### config.mk
export PLATFORM = sky130hd
export DESIGN_NAME = sector_erase_sched
export DESIGN_NICKNAME = d
export VERILOG_FILES = /design/src/rtl/sched_pkg.sv /design/src/rtl/sect_picker.sv /design/src/rtl/tick_timer.sv /design/src/rtl/sector_erase_sched.sv
export SDC_FILE = /design/constraint.sdc
export NUM_CORES = 1
export LEC_CHECK = 0
export BUFFER_PORTS_ARGS = -buffer_cell sky130_fd_sc_hd__buf_2
export CAP_MARGIN = 10
export CORE_MARGIN = 4
export CORE_UTILIZATION = 51
export DETAILED_ROUTE_END_ITERATION = 6
export PLACE_DENSITY_LB_ADDON = 0.08
export SLEW_MARGIN = 20
export SYNTH_ARGS = -nofsm -noshare
export SYNTH_HDL_FRONTEND = slang
export SYNTH_HIERARCHICAL = 1
export SYNTH_SLANG_ARGS = --single-unit
### constraint.sdc
create_clock -name clk -period 3.05 [get_ports clk]
set_clock_uncertainty 0.15 [all_clocks]
set_input_delay 0.305 -clock clk [delete_from_list [all_inputs] [get_ports clk]]
set_output_delay 0.305 -clock clk [all_outputs]
set_load 0.05 [all_outputs]
### src/rtl/sched_pkg.sv
package sched_pkg;

    typedef enum logic [2:0] {
        ST_IDLE,
        ST_WINDOW,
        ST_SUSP_WIN,
        ST_RUN,
        ST_SUSP_RUN,
        ST_ALLPROT
    } sched_st_e;

    typedef enum logic {
        STEP_PRE,
        STEP_ERASE
    } step_e;

    typedef struct packed {
        sched_st_e st;
        step_e     step;
        logic      chip;
        logic      pend;
    } ctl_t;

    localparam ctl_t CTL_RESET = '{st: ST_IDLE, step: STEP_PRE, chip: 1'b0, pend: 1'b0};

    function automatic int unsigned max3(int unsigned a, int unsigned b, int unsigned c);
        int unsigned m;
        m = (a > b) ? a : b;
        return (m > c) ? m : c;
    endfunction

endpackage

### src/rtl/sect_picker.sv
module sect_picker #(
    parameter int NUM_SECT = 11,
    parameter int IW = 4
) (
    input  logic [NUM_SECT-1:0] mask,
    output logic [IW-1:0]       idx,
    output logic                valid
);
    always_comb begin
        idx   = '0;
        valid = |mask;
        for (int i = NUM_SECT - 1; i >= 0; i--) begin
            if (mask[i]) idx = IW'(i);
        end
    end
endmodule

### src/rtl/tick_timer.sv
module tick_timer #(
    parameter int W = 7
) (
    input  logic         clk,
    input  logic         rst,
    input  logic         clr,
    input  logic         tick,
    output logic [W-1:0] cnt
);
    always_ff @(posedge clk) begin
        if (rst || clr) cnt <= '0;
        else if (tick && cnt != '1) cnt <= cnt + 1'b1;
    end
endmodule

### src/rtl/sector_erase_sched.sv
module sector_erase_sched
    import sched_pkg::*;
#(
    parameter int NUM_SECT   = 11,
    parameter int IW         = 4,
    parameter int WIN_US     = 50,
    parameter int SUSP_US    = 20,
    parameter int ALLPROT_US = 100
) (
    input  logic                clk,
    input  logic                rst,
    input  logic                hw_reset,
    input  logic                cmd_sect_add,
    input  logic                cmd_chip_erase,
    input  logic                cmd_suspend,
    input  logic                cmd_resume,
    input  logic                cmd_other,
    input  logic [IW-1:0]       sect_idx,
    input  logic [NUM_SECT-1:0] prot_mask,
    input  logic                us_tick,
    input  logic                eng_done,
    output logic                eng_pre_req,
    output logic                eng_ers_req,
    output logic [IW-1:0]       eng_sect,
    output logic                busy,
    output logic                window_open,
    output logic                erasing,
    output logic                suspended
);
    localparam int TW = $clog2(max3(WIN_US, SUSP_US, ALLPROT_US) + 1);

    ctl_t                ctl, ctl_n;
    logic [NUM_SECT-1:0] sel, sel_n;
    logic                restart;
    logic [TW-1:0]       cnt;
    logic [IW-1:0]       pick_idx;
    logic                pick_valid;
    logic                idx_ok;
    logic [NUM_SECT-1:0] add_bit, cur_bit, launch_src, eff;
    logic                exp_win, exp_sus, exp_all;

    tick_timer #(.W(TW)) timer_i (
        .clk(clk), .rst(rst), .clr(restart), .tick(us_tick), .cnt(cnt)
    );

    sect_picker #(.NUM_SECT(NUM_SECT), .IW(IW)) picker_i (
        .mask(sel), .idx(pick_idx), .valid(pick_valid)
    );

    assign idx_ok  = int'(sect_idx) < NUM_SECT;
    assign add_bit = idx_ok ? (NUM_SECT'(1) << sect_idx) : '0;
    assign cur_bit = NUM_SECT'(1) << pick_idx;
    assign exp_win = us_tick && (cnt == TW'(WIN_US - 1));
    assign exp_sus = us_tick && (cnt == TW'(SUSP_US - 1));
    assign exp_all = us_tick && (cnt == TW'(ALLPROT_US - 1));

    // selection that an erase start would use: all sectors for chip erase
    assign launch_src = (ctl.st == ST_IDLE) ? '1 : sel;
    assign eff        = launch_src & ~prot_mask;

    always_comb begin
        ctl_n   = ctl;
        sel_n   = sel;
        restart = 1'b0;
        unique case (ctl.st)
            ST_IDLE: begin
                if (cmd_sect_add && idx_ok) begin
                    ctl_n.st = ST_WINDOW;
                    sel_n    = add_bit;
                    restart  = 1'b1;
                end else if (cmd_chip_erase) begin
                    ctl_n.chip = 1'b1;
                    ctl_n.step = STEP_PRE;
                    if (eff == '0) begin
                        ctl_n.st = ST_ALLPROT;
                        sel_n    = '0;
                        restart  = 1'b1;
                    end else begin
                        ctl_n.st = ST_RUN;
                        sel_n    = eff;
                    end
                end
            end
            ST_WINDOW: begin
                if (cmd_other || cmd_chip_erase || cmd_resume) begin
                    ctl_n.st = ST_IDLE;
                    sel_n    = '0;
                end else if (cmd_suspend) begin
                    ctl_n.st = ST_SUSP_WIN;
                end else if (cmd_sect_add) begin
                    sel_n   = sel | add_bit;
                    restart = 1'b1;
                end else if (exp_win) begin
                    ctl_n.step = STEP_PRE;
                    if (eff == '0) begin
                        ctl_n.st = ST_ALLPROT;
                        sel_n    = '0;
                        restart  = 1'b1;
                    end else begin
                        ctl_n.st = ST_RUN;
                        sel_n    = eff;
                    end
                end
            end
            ST_SUSP_WIN: begin
                if (cmd_resume) begin
                    ctl_n.step = STEP_PRE;
                    if (eff == '0) begin
                        ctl_n.st = ST_ALLPROT;
                        sel_n    = '0;
                        restart  = 1'b1;
                    end else begin
                        ctl_n.st = ST_RUN;
                        sel_n    = eff;
                    end
                end
            end
            ST_RUN: begin
                if (!pick_valid) begin
                    ctl_n = CTL_RESET;
                end else if (eng_done) begin
                    if (ctl.step == STEP_PRE) begin
                        ctl_n.step = STEP_ERASE;
                    end else begin
                        ctl_n.step = STEP_PRE;
                        sel_n      = sel & ~cur_bit;
                    end
                    if (ctl.step == STEP_ERASE && (sel & ~cur_bit) == '0) begin
                        ctl_n = CTL_RESET;
                    end else if (ctl.pend) begin
                        ctl_n.st   = ST_SUSP_RUN;
                        ctl_n.pend = 1'b0;
                    end
                end else if (ctl.pend && exp_sus) begin
                    ctl_n.st   = ST_SUSP_RUN;
                    ctl_n.pend = 1'b0;
                end else if (cmd_suspend && !ctl.chip && !ctl.pend) begin
                    ctl_n.pend = 1'b1;
                    restart    = 1'b1;
                end
            end
            ST_SUSP_RUN: begin
                if (cmd_resume) ctl_n.st = ST_RUN;
            end
            ST_ALLPROT: begin
                if (exp_all) ctl_n = CTL_RESET;
            end
            default: ctl_n = CTL_RESET;
        endcase
        if (hw_reset) begin
            ctl_n = CTL_RESET;
            sel_n = '0;
        end
    end

    always_ff @(posedge clk) begin
        if (rst) begin
            ctl <= CTL_RESET;
            sel <= '0;
        end else begin
            ctl <= ctl_n;
            sel <= sel_n;
        end
    end

    assign eng_pre_req = (ctl.st == ST_RUN) && pick_valid && (ctl.step == STEP_PRE);
    assign eng_ers_req = (ctl.st == ST_RUN) && pick_valid && (ctl.step == STEP_ERASE);
    assign eng_sect    = pick_idx;
    assign window_open = (ctl.st == ST_WINDOW);
    assign erasing     = (ctl.st == ST_RUN) || (ctl.st == ST_ALLPROT);
    assign busy        = window_open || erasing;
    assign suspended   = (ctl.st == ST_SUSP_WIN) || (ctl.st == ST_SUSP_RUN);

endmodule

==> impl_results.md, run 1 <==
* Maximum VDD drop at 0.292 mV
* Seq/Total Area, Yosys at 20.0%
* Hold Crit Endpoint: timer_i/cnt[0]
* Antenna violations before repair at 0
* Rows at 24
* Hold Path Stages at 3
* Buffers added on ports at 34
* Diodes inserted at 0
* Drt initial violations at 414
* Die area at 5880 sq um
* DRC at 0
* Post-route ant nets at 0
* Most common cell after layout, fill and taps aside: a21oi_1
* CTS Sinks at 24
* Initial Utilization at 53.8%
* Clk slew on worst S/H paths at 0.10 ns
* Clk Latency, worst-skew pair at 0.28 ns
* # fillers at 415
* CTS buffer count at 3
* First-pass GRT wire length at 12,300 um
* Power Density at 424 nW/um^2
* # Post-CTS Setup Buffers at 0
* Average wire per standard cell at 18.9 um
* Yosys warnings at 6
* Reg2reg end: ctl[3]
* CTS tree: built
* Min-Delay Path Class: input port to flop
* Count of final hold-check violations at 0
* I/O Pins at 35
* H-tree depth at 1
* Commonest non-fill, non-tap cells in the layout: a21oi_1 (38), buf_2 (34), nand2_1 (30)
* R2R depth at 9
* Final WL at 7900 um
* Final setup fails at 0
* Crit Reg-Reg Startpoint: sel[5]
* Vias in the first global route at 2,377
* Post-CTS resize count at 0
* Period utilization at 93.2%
* Root Driver: clkbuf_8
* Share of cells above drive strength 1 at 21.1%
* Largest net degree at the start of global routing at 20
* Max-Cap Viols at 0
* Mapped Cells at 331
* Vias after detailed routing at 2,862
* Register-to-register setup slack at 0.21 ns
* Chip Width at 76.7 um
* Post-synthesis area per instance at 7.27 sq um
* Mapped cell area at 2410 sq um
* Grt total ovfl at 0
* Async SR Flop Fraction at 0%
* RSZ-0062 raised after global routing: no
* Rel. slew slack at 44.9%
* Fin. max-slew vios at 0
* Die Height at 76.7 um
* Yosys reg bits at 24
* Vias per cell at 6.86
* Outcome: finished clean
* Core Area at 4470 sq um
* Crit path required time at 3.08 ns
* Slew @ Worst Pin at 0.824 ns
* Worst-path fanout max at 8
* Primary FF master, synth: dfxtp_1
* Setup TNS at 0 ns
* Setup CP Type: flop to flop
* RD Place Congestion at 0.947
* Drt pass-1 iters at 6
* Final non-filler cell area at 2740 sq um
* Area grow syn2layout at 13.6%
* CP Launch Type: flop
* Max Buffers Root-to-Sink at 2
* Number of enable flip-flop cells after synthesis at 0
* CP Data Arrival Time at 2.87 ns
* Syn Nets at 357
* Hold-fix buffers at CTS at 0
* Static leakage at 0.965 nW
* HPWL after DPL at 5870 um
* Distinct cells, synth at 78
* GRT Util Overall at 25.4%
* Crit end category: flop
* Max frequency at 352 MHz
* Tmin final at 2.84 ns
* Area after DPL at 2650 sq um
* Worst hold path startpoint: rst
* Fin nets at 392
layout make-up:
class | instances | area, sq um | share of cell area, %
clock buffer | 3 | 41.3 | 1.51
clock inverter | 1 | 30.0 | 1.10
inverter | 21 | 78.8 | 2.88
multi-input combinational | 269 | 1770 | 64.8
sequential | 24 | 480 | 17.6
tap | 52 | 65.1 | 2.38
timing repair buffer | 47 | 268 | 9.79
cells in the mapped netlist, types with 3 or more instances:
cell type | count | area share, %
a21oi_1 | 38 | 7.9
nand2_1 | 30 | 4.7
nor2_1 | 28 | 4.4
dfxtp_1 | 24 | 20
inv_1 | 21 | 3.3
o21ai_0 | 12 | 2.5
nand2b_1 | 11 | 2.9
nand3_1 | 9 | 1.9
nor3_1 | 9 | 1.9
nor4_1 | 6 | 1.6
a31oi_1 | 5 | 1.3
buf_2 | 5 | 1.0
clkbuf_1 | 5 | 0.78
mux2i_1 | 5 | 2.1
nand4_1 | 5 | 1.3
o31ai_1 | 5 | 1.6
a211oi_1 | 4 | 1.2
a311oi_1 | 4 | 1.5
buf_6 | 4 | 1.9
nand4bb_1 | 4 | 1.9
nor2b_1 | 4 | 1.0
o22ai_1 | 4 | 1.0
o2bb2ai_1 | 4 | 1.5
a32oi_1 | 3 | 1.1
and3_4 | 3 | 1.4
buf_4 | 3 | 0.94
nand4b_1 | 3 | 1.1
nor3b_1 | 3 | 0.94
o211ai_1 | 3 | 0.94
o21ai_1 | 3 | 0.62
or3_1 | 3 | 0.78
through the flow:
| stage | setup slack [ns] | hold WS (ns) | instances | util (%) | power [mW] |
|---|---|---|---|---|---|
| after global routing | 0.0170 | 0.219 | 417 | 61.1 | 1.21 |
| after floorplan | 0.0527 | 0.301 | 331 | - | 0.730 |
| after detailed placement | 0.215 | 0.352 | 413 | 59.2 | 0.847 |
| after CTS | 0.219 | 0.188 | 417 | 60.8 | 1.14 |
| after global placement | 0.349 | 0.319 | 413 | 59.2 | 0.845 |
| final | 0.207 | 0.198 | 417 | 61.1 | 1.16 |
routing by layer:
metal / vias to the layer above / GRT usage, % / wire (um)
li1: 1336 / - / -
met1: 1338 / 38.2 / 3530
met2: 169 / 35.6 / 3410
met3: 19 / 5.74 / 810
met4: 0 / 7.25 / 152
met5: - / 0 / 0
registers in the layout, summed over array words and instances, names as in the netlist:
| register | cells |
|---|---|
| ctl | 6 |
| timer_i/cnt | 7 |
| sel | 11 |
power breakdown:
part / total (mW) / switching (mW) / internal, mW
combinational: 0.514 / 0.331 / 0.183
clock: 0.295 / 0.120 / 0.176
sequential: 0.349 / 0.0210 / 0.328
critical path: stages (launching register included):
cell and delay (ns):
dfxtp_1 0.50, nor2_1 0.09, a221o_1 0.36, a221oi_4 0.24, or4b_1 0.49, a21oi_1 0.17, o22ai_1 0.13, nor3_2 0.26
nor3_1 0.09, a211o_1 0.27
cell families (layout without fill, tap and decap cells):
kind of cell / after synthesis / in the layout / share of synthesized area [%]
flip-flops: 24 / 24 / 20.0
multiplexers: 6 / 6 / 2.55
buffers and inverters: 38 / 72 / 7.90
AO/OA/AOI/OAI: 121 / 121 / 34.7
XOR/XNOR: 1 / 1 / 0.364
adder cells (fa/ha/maj): 1 / 1 / 0.520
AND/OR/NAND/NOR: 140 / 140 / 34.0
worst max path at each step:
stage / start / to / cells past startpoint
finish: sel[5] / ctl[3] / 9
detailed placement: sel[5] / ctl[3] / 8
global route: sel[5] / ctl[3] / 10
floorplan: sel[5] / ctl[3] / 9
global placement: sel[5] / ctl[3] / 9
CTS: sel[5] / ctl[3] / 8
No activity file was read; power rests on OpenSTA's default activity.
==> run 2: changes to the inputs <==
--- a/config.mk
+++ b/config.mk
@@ -5,6 +5,7 @@
 export SDC_FILE = /design/constraint.sdc
 export NUM_CORES = 1
 export LEC_CHECK = 0
+export ABC_AREA = 1
 export BUFFER_PORTS_ARGS = -buffer_cell sky130_fd_sc_hd__buf_2
 export CAP_MARGIN = 10
 export CORE_MARGIN = 4
@@ -14,5 +15,4 @@
 export SLEW_MARGIN = 20
 export SYNTH_ARGS = -nofsm -noshare
 export SYNTH_HDL_FRONTEND = slang
-export SYNTH_HIERARCHICAL = 1
 export SYNTH_SLANG_ARGS = --single-unit
==> impl_results.md, run 2 <==
* Worst path slowest cell: dfxtp_1
* Setup TNS at 0 ns
* Sw Pwr at 642 uW
* Tmin final at 2.45 ns
* Syn Nets at 448
* Area grow syn2layout at 11.2%
* Distinct cells, synth at 44
* Crit end category: flop
* Min-Delay Path Class: input port to flop
* Hold-fix buffers at CTS at 0
* Clk pwr share at 22.3%
* Buffers added on ports at 34
* Placed instance count at 515
* Biggest area consumer among synthesized cells: dfxtp_1
* Clk Latency, worst-skew pair at 0.29 ns
* Primary FF master, synth: dfxtp_1
* Slew @ Worst Pin at 0.499 ns
* Overall power at 1.35 mW
* Mapped Cells at 421
* Rel. slew slack at 66.6%
* Yosys reg bits at 24
* Area share of the leading cell type in the synthesized netlist at 19.3%
* RD Place Congestion at 0.939
* Registers with the most flip-flops: sel x11, timer_i.cnt x7, ctl x6
* Rows at 25
* Drt pass-1 iters at 5
* Max frequency at 408 MHz
* Vias after detailed routing at 2,889
* Max reg flops at 11
* WP buf/inv at 3
* Count leader, synth: nand2_1
* Mapped cell area at 2490 sq um
* Switching part of the total at 47.6%
* Vias in the first global route at 2,764
* CP most frequent cell: nand2_1
* Clk slew on worst S/H paths at 0.11 ns
* DRC at 0
* # fillers at 500
* Number of enable flip-flop cells after synthesis at 0
* Initial Utilization at 52.8%
* Power Density at 486 nW/um^2
* Diodes inserted at 0
* # Post-CTS Setup Buffers at 0
* Commonest non-fill, non-tap cells in the layout: nand2_1 (84), inv_1 (73), nor2_1 (53)
* Max Buffers Root-to-Sink at 2
* Final setup fails at 0
* Register-to-register setup slack at 0.60 ns
* Vias per cell at 5.57
* Final WL at 8150 um
* Most common cell after layout, fill and taps aside: nand2_1
* Seq/Total Area, Yosys at 19.3%
* Count of final hold-check violations at 0
* Die area at 6070 sq um
* Crit-path cells: inv_1, nand2_1, nand2_1, nand2_1, nand2_1, nand2_1, nand2_1, nand2_1, nand2_1, nand2_1, nand3_1, nand2_1, inv_1, nor2_1, nand2_1, nand2_1, nand4_1, nand2_1, inv_1, nor2_1
* Fin nets at 480
* Grt total ovfl at 0
* Die Height at 77.9 um
* Max-Cap Viols at 0
* Core Area at 4720 sq um
* Root Driver: clkbuf_8
* Largest register by flop count: sel
* Crit path required time at 3.13 ns
* Register area at 480 sq um
* Max incr delay on CP at 0.38 ns
* Async SR Flop Fraction at 0%
* Static leakage at 1.30 nW
* Fin. max-slew vios at 0
* Largest net degree at the start of global routing at 18
* CP Launch Type: flop
* Average wire per standard cell at 15.7 um
* Worst hold margin at 0.146 ns
* Worst-path fanout max at 5
* Final core occ at 58.7%
* Drt initial violations at 195
* Maximum VDD drop at 0.211 mV
* Post-synthesis area per instance at 5.92 sq um
* RSZ-0062 raised after global routing: no
* Antenna violations before repair at 0
* Non-filler cells, final at 519
* Cell family with most CP delay: simple AND/OR/NAND/NOR gates
* I/O Pins at 35
* Post-route ant nets at 0
* CP Data Arrival Time at 2.54 ns
* CTS Sinks at 24
* Synth cell count leaders: nand2_1 (84), inv_1 (73), nor2_1 (53), a21oi_1 (37), o21ai_0 (33)
* Yosys warnings at 0
* Post-CTS resize count at 0
* Period utilization at 80.4%
* Outcome: finished clean
* H-tree depth at 1
* Internal power at 706 uW
* Share of cells above drive strength 1 at 18.8%
* CTS buffer count at 3
* Chip Width at 77.9 um
* CTS tree: built
* HPWL after DPL at 6590 um
* Top cells by area, synth: dfxtp_1 (19%), nand2_1 (13%), inv_1 (11%)
* Combinational Power Share at 50.1%
* Flop pwr share at 27.6%
* GRT Util Overall at 27.6%
* Multi-input gate area at 1640 sq um
* Setup CP Type: flop to flop
* First-pass GRT wire length at 13,200 um
[run 2: changes by cell type after synthesis, moves of 5 or more]
cell / change
nand4_1: +5
nand2_2: +5
nand3_1: +9
inv_2: +11
mux2i_1: -5
nand2b_1: -11
nand2_1: +54
o21ai_0: +21
inv_1: +52
nor2_1: +25
[run 2: cells by family (layout without fill, tap and decap cells)]
kind of cell             after synthesis  after routing  synth area share, %
adder cells (fa/ha/maj)                2              2                 1.00
buffers and inverters                 93            124                 14.9
XOR/XNOR                               3              3                 1.05
flip-flops                            24             24                 19.3
AO/OA/AOI/OAI                        100            100                 25.3
AND/OR/NAND/NOR                      199            199                 38.6
[run 2: cell type report]
class,instances,area share [%]
Multi-Input combinational cell,304,59.2
Sequential cell,24,17.3
Inverter,86,11.7
Timing Repair Buffer,34,6.14
Tap cell,67,3.02
Clock buffer,3,1.49
Clock inverter,1,1.08
[run 2: per-stage QoR]
step	instance area [sq um]	setup slack (ns)
after global routing	2770	0.316
after global placement	2700	0.662
after CTS	2770	0.637
final	2770	0.597
after floorplan	2490	0.956
after detailed placement	2700	0.541
[run 2: worst min-delay path, cell delays in order]
cell     delay (ns)
buf_2          0.11
nand2_1        0.06
a21oi_1        0.06
[run 2: power groups by stage]
stage | Clock, mW | Combinational, mW | Sequential (mW)
3_5_place_dp | 0 | 0.667 | 0.378
5_1_grt | 0.311 | 0.742 | 0.375
2_1_floorplan | 0 | 0.520 | 0.369
3_3_place_gp | 0 | 0.667 | 0.378
4_1_cts | 0.301 | 0.669 | 0.371
6_report | 0.301 | 0.675 | 0.372
[run 2: metal layers]
metal / share of wire, % / up-vias / track usage, %
met5: 0 / - / 0
met3: 6.3 / 36 / 3.36
met1: 40 / 1281 / 33.0
li1: - / 1433 / -
met4: 5.0 / 0 / 13.5
met2: 48 / 139 / 48.5
[run 2: worst paths after layout]
check | startpoint | to | cells past startpoint
worst min register to register | timer_i.cnt[6] | timer_i.cnt[6] | 2
worst max-delay path | sel[8] | ctl[1] | 20
worst max register to register | sel[8] | ctl[1] | 20
worst min-delay path | us_tick | timer_i.cnt[6] | 3
==> run 3: changes to the inputs <==
==> constraint.sdc (replaced) <==
create_clock -name clk -period 2.46 [get_ports clk]
set_clock_uncertainty 0.15 [all_clocks]
set_input_delay 0.246 -clock clk [delete_from_list [all_inputs] [get_ports clk]]
set_output_delay 0.246 -clock clk [all_outputs]
set_load 0.05 [all_outputs]
==> impl_results.md, run 3 (same netlist as run 2, synthesis figures left out) <==
* Vias after detailed routing at 2,897
* Cell family with most CP delay: buffers and inverters
* R2R depth at 10
* Count of final hold-check violations at 0
* RSZ-0062 raised after global routing: no
* RD Place Congestion at 1.00
* Slew @ Worst Pin at 0.446 ns
* Switching part of the total at 48.4%
* CTS buffer count at 3
* Max reg flops at 11
* GRT Util Overall at 24.6%
* Initial Utilization at 52.8%
* Core Area at 4720 sq um
* Crit Reg-Reg Startpoint: ctl[5]
* Maximum VDD drop at 0.265 mV
* HPWL after DPL at 6030 um
* Placed instance count at 523
* Final core occ at 60.5%
* Post-route ant nets at 0
* Hold Crit Endpoint: timer_i.cnt[6]
* Non-filler cells, final at 531
* Clk slew on worst S/H paths at 0.09 ns
* Setup TNS at 0 ns
* # fillers at 497
* Vias per cell at 5.46
* Final WL at 7590 um
* Crit end category: output pin
* Buffers added on ports at 34
* Antenna violations before repair at 0
* Reg2reg end: sel[6]
* Min-Delay Path Class: input port to flop
* CTS tree: built
* WP buf/inv at 4
* Register area at 483 sq um
* CP Launch Type: flop
* DP Worst Slack at 0.128 ns
* Vias in the first global route at 2,581
* First-pass GRT wire length at 12,100 um
* Die area at 6070 sq um
* Power Density at 567 nW/um^2
* Worst path slowest cell: dfxtp_1
* Rows at 25
* Max frequency at 432 MHz
* Share of cells above drive strength 1 at 21.3%
* Setup ws final at 0.146 ns
* Clk pwr share at 17.8%
* CP most frequent cell: inv_2
* Diodes inserted at 0
* Max incr delay on CP at 0.50 ns
* Crit-path cells: inv_1, nor3_2, inv_2, nor2_2, inv_2, nor2_1, buf_2
* Drt initial violations at 308
* Registers with the most flip-flops: sel x11, timer_i.cnt x7, ctl x6
* Commonest non-fill, non-tap cells in the layout: nand2_1 (84), inv_1 (73), nor2_1 (53)
* Internal power at 835 uW
* Chip Width at 77.9 um
* Root Driver: clkbuf_8
* Worst hold path startpoint: us_tick
* Register-to-register setup slack at 0.20 ns
* Setup CP Type: flop to output pin
* Grt total ovfl at 0
* DRC at 0
* Fin nets at 492
* Period utilization at 94.1%
* Rel. slew slack at 70.3%
* Flop pwr share at 28.5%
* Drt pass-1 iters at 5
* Outcome: finished clean
* I/O Pins at 35
* Tmin final at 2.31 ns
* Average wire per standard cell at 14.3 um
* Area grow syn2layout at 14.6%
* Most common cell after layout, fill and taps aside: nand2_1
* Largest register by flop count: sel
* Multi-input gate area at 1650 sq um
* Max-Cap Viols at 0
* Clk Latency, worst-skew pair at 0.27 ns
* Overall power at 1.62 mW
* Combinational Power Share at 53.8%
* CP Data Arrival Time at 1.92 ns
* Hold Path Stages at 3
* Crit path required time at 2.06 ns
* Max Buffers Root-to-Sink at 2
* Largest net degree at the start of global routing at 17
* Die Height at 77.9 um
* Sw Pwr at 784 uW
* Static leakage at 1.35 nW
* Worst-path fanout max at 13
* Final setup fails at 0
* Fin. max-slew vios at 0
* CTS Sinks at 24
* H-tree depth at 1
run 3: worst reg2reg max path, cell delays in order, from the launching register on:
cell      delay [ns]
dfxtp_1         0.52
inv_2           0.11
nand2_4         0.20
nor2_1          0.11
nand2_1         0.10
o21ai_2         0.08
a211oi_2        0.19
nand2_2         0.17
buf_4           0.20
o31ai_1         0.25
inv_1           0.06
run 3: layer usage:
layer	vias to the layer above	global-route usage [%]	routed length (um)
met4	0	6.99	148
met3	16	3.71	610
met2	153	42.6	3650
li1	1460	-	-
met1	1268	31.5	3180
met5	-	0	0
run 3: repair_timing:
item                                    CTS  global route
endpoints found under the setup margin    0            11
buffers inserted                          0             4
resized for setup                         0             3
hold buffers                              0             0
run 3: how the worst max path moves through the flow:
stage,depth (start not counted),startpoint,slack [ns],to
after floorplan,16,sel[8],0.38,ctl[5]
after global placement,10,timer_i.cnt[0],0.21,sel[9]
after detailed placement,10,timer_i.cnt[0],0.13,sel[8]
after CTS,10,timer_i.cnt[0],0.11,sel[8]
after global routing,11,timer_i.cnt[1],0.008,sel[8]
final,7,ctl[3],0.15,eng_pre_req
run 3: layout make-up:
type,instances,share of cell area (%)
Inverter,86,11.3
Tap cell,67,2.93
Timing Repair Buffer,46,9.11
Clock buffer,4,1.93
Sequential cell,24,16.9
Multi-Input combinational cell,304,57.8
run 3: through the flow:
step / instance area [sq um] / hold WS (ns)
after global placement: 2760 / 0.324
after global routing: 2860 / 0.0825
after floorplan: 2490 / 0.243
final: 2860 / 0.0876
after detailed placement: 2760 / 0.331
after CTS: 2820 / 0.0754
run 3: power groups by stage:
stage / Sequential (mW) / Clock, mW / Combinational, mW
floorplan: 0.458 / 0 / 0.644
global placement: 0.468 / 0 / 0.819
detailed placement: 0.469 / 0 / 0.829
CTS: 0.460 / 0.292 / 0.833
global route: 0.466 / 0.300 / 0.945
finish: 0.461 / 0.288 / 0.870
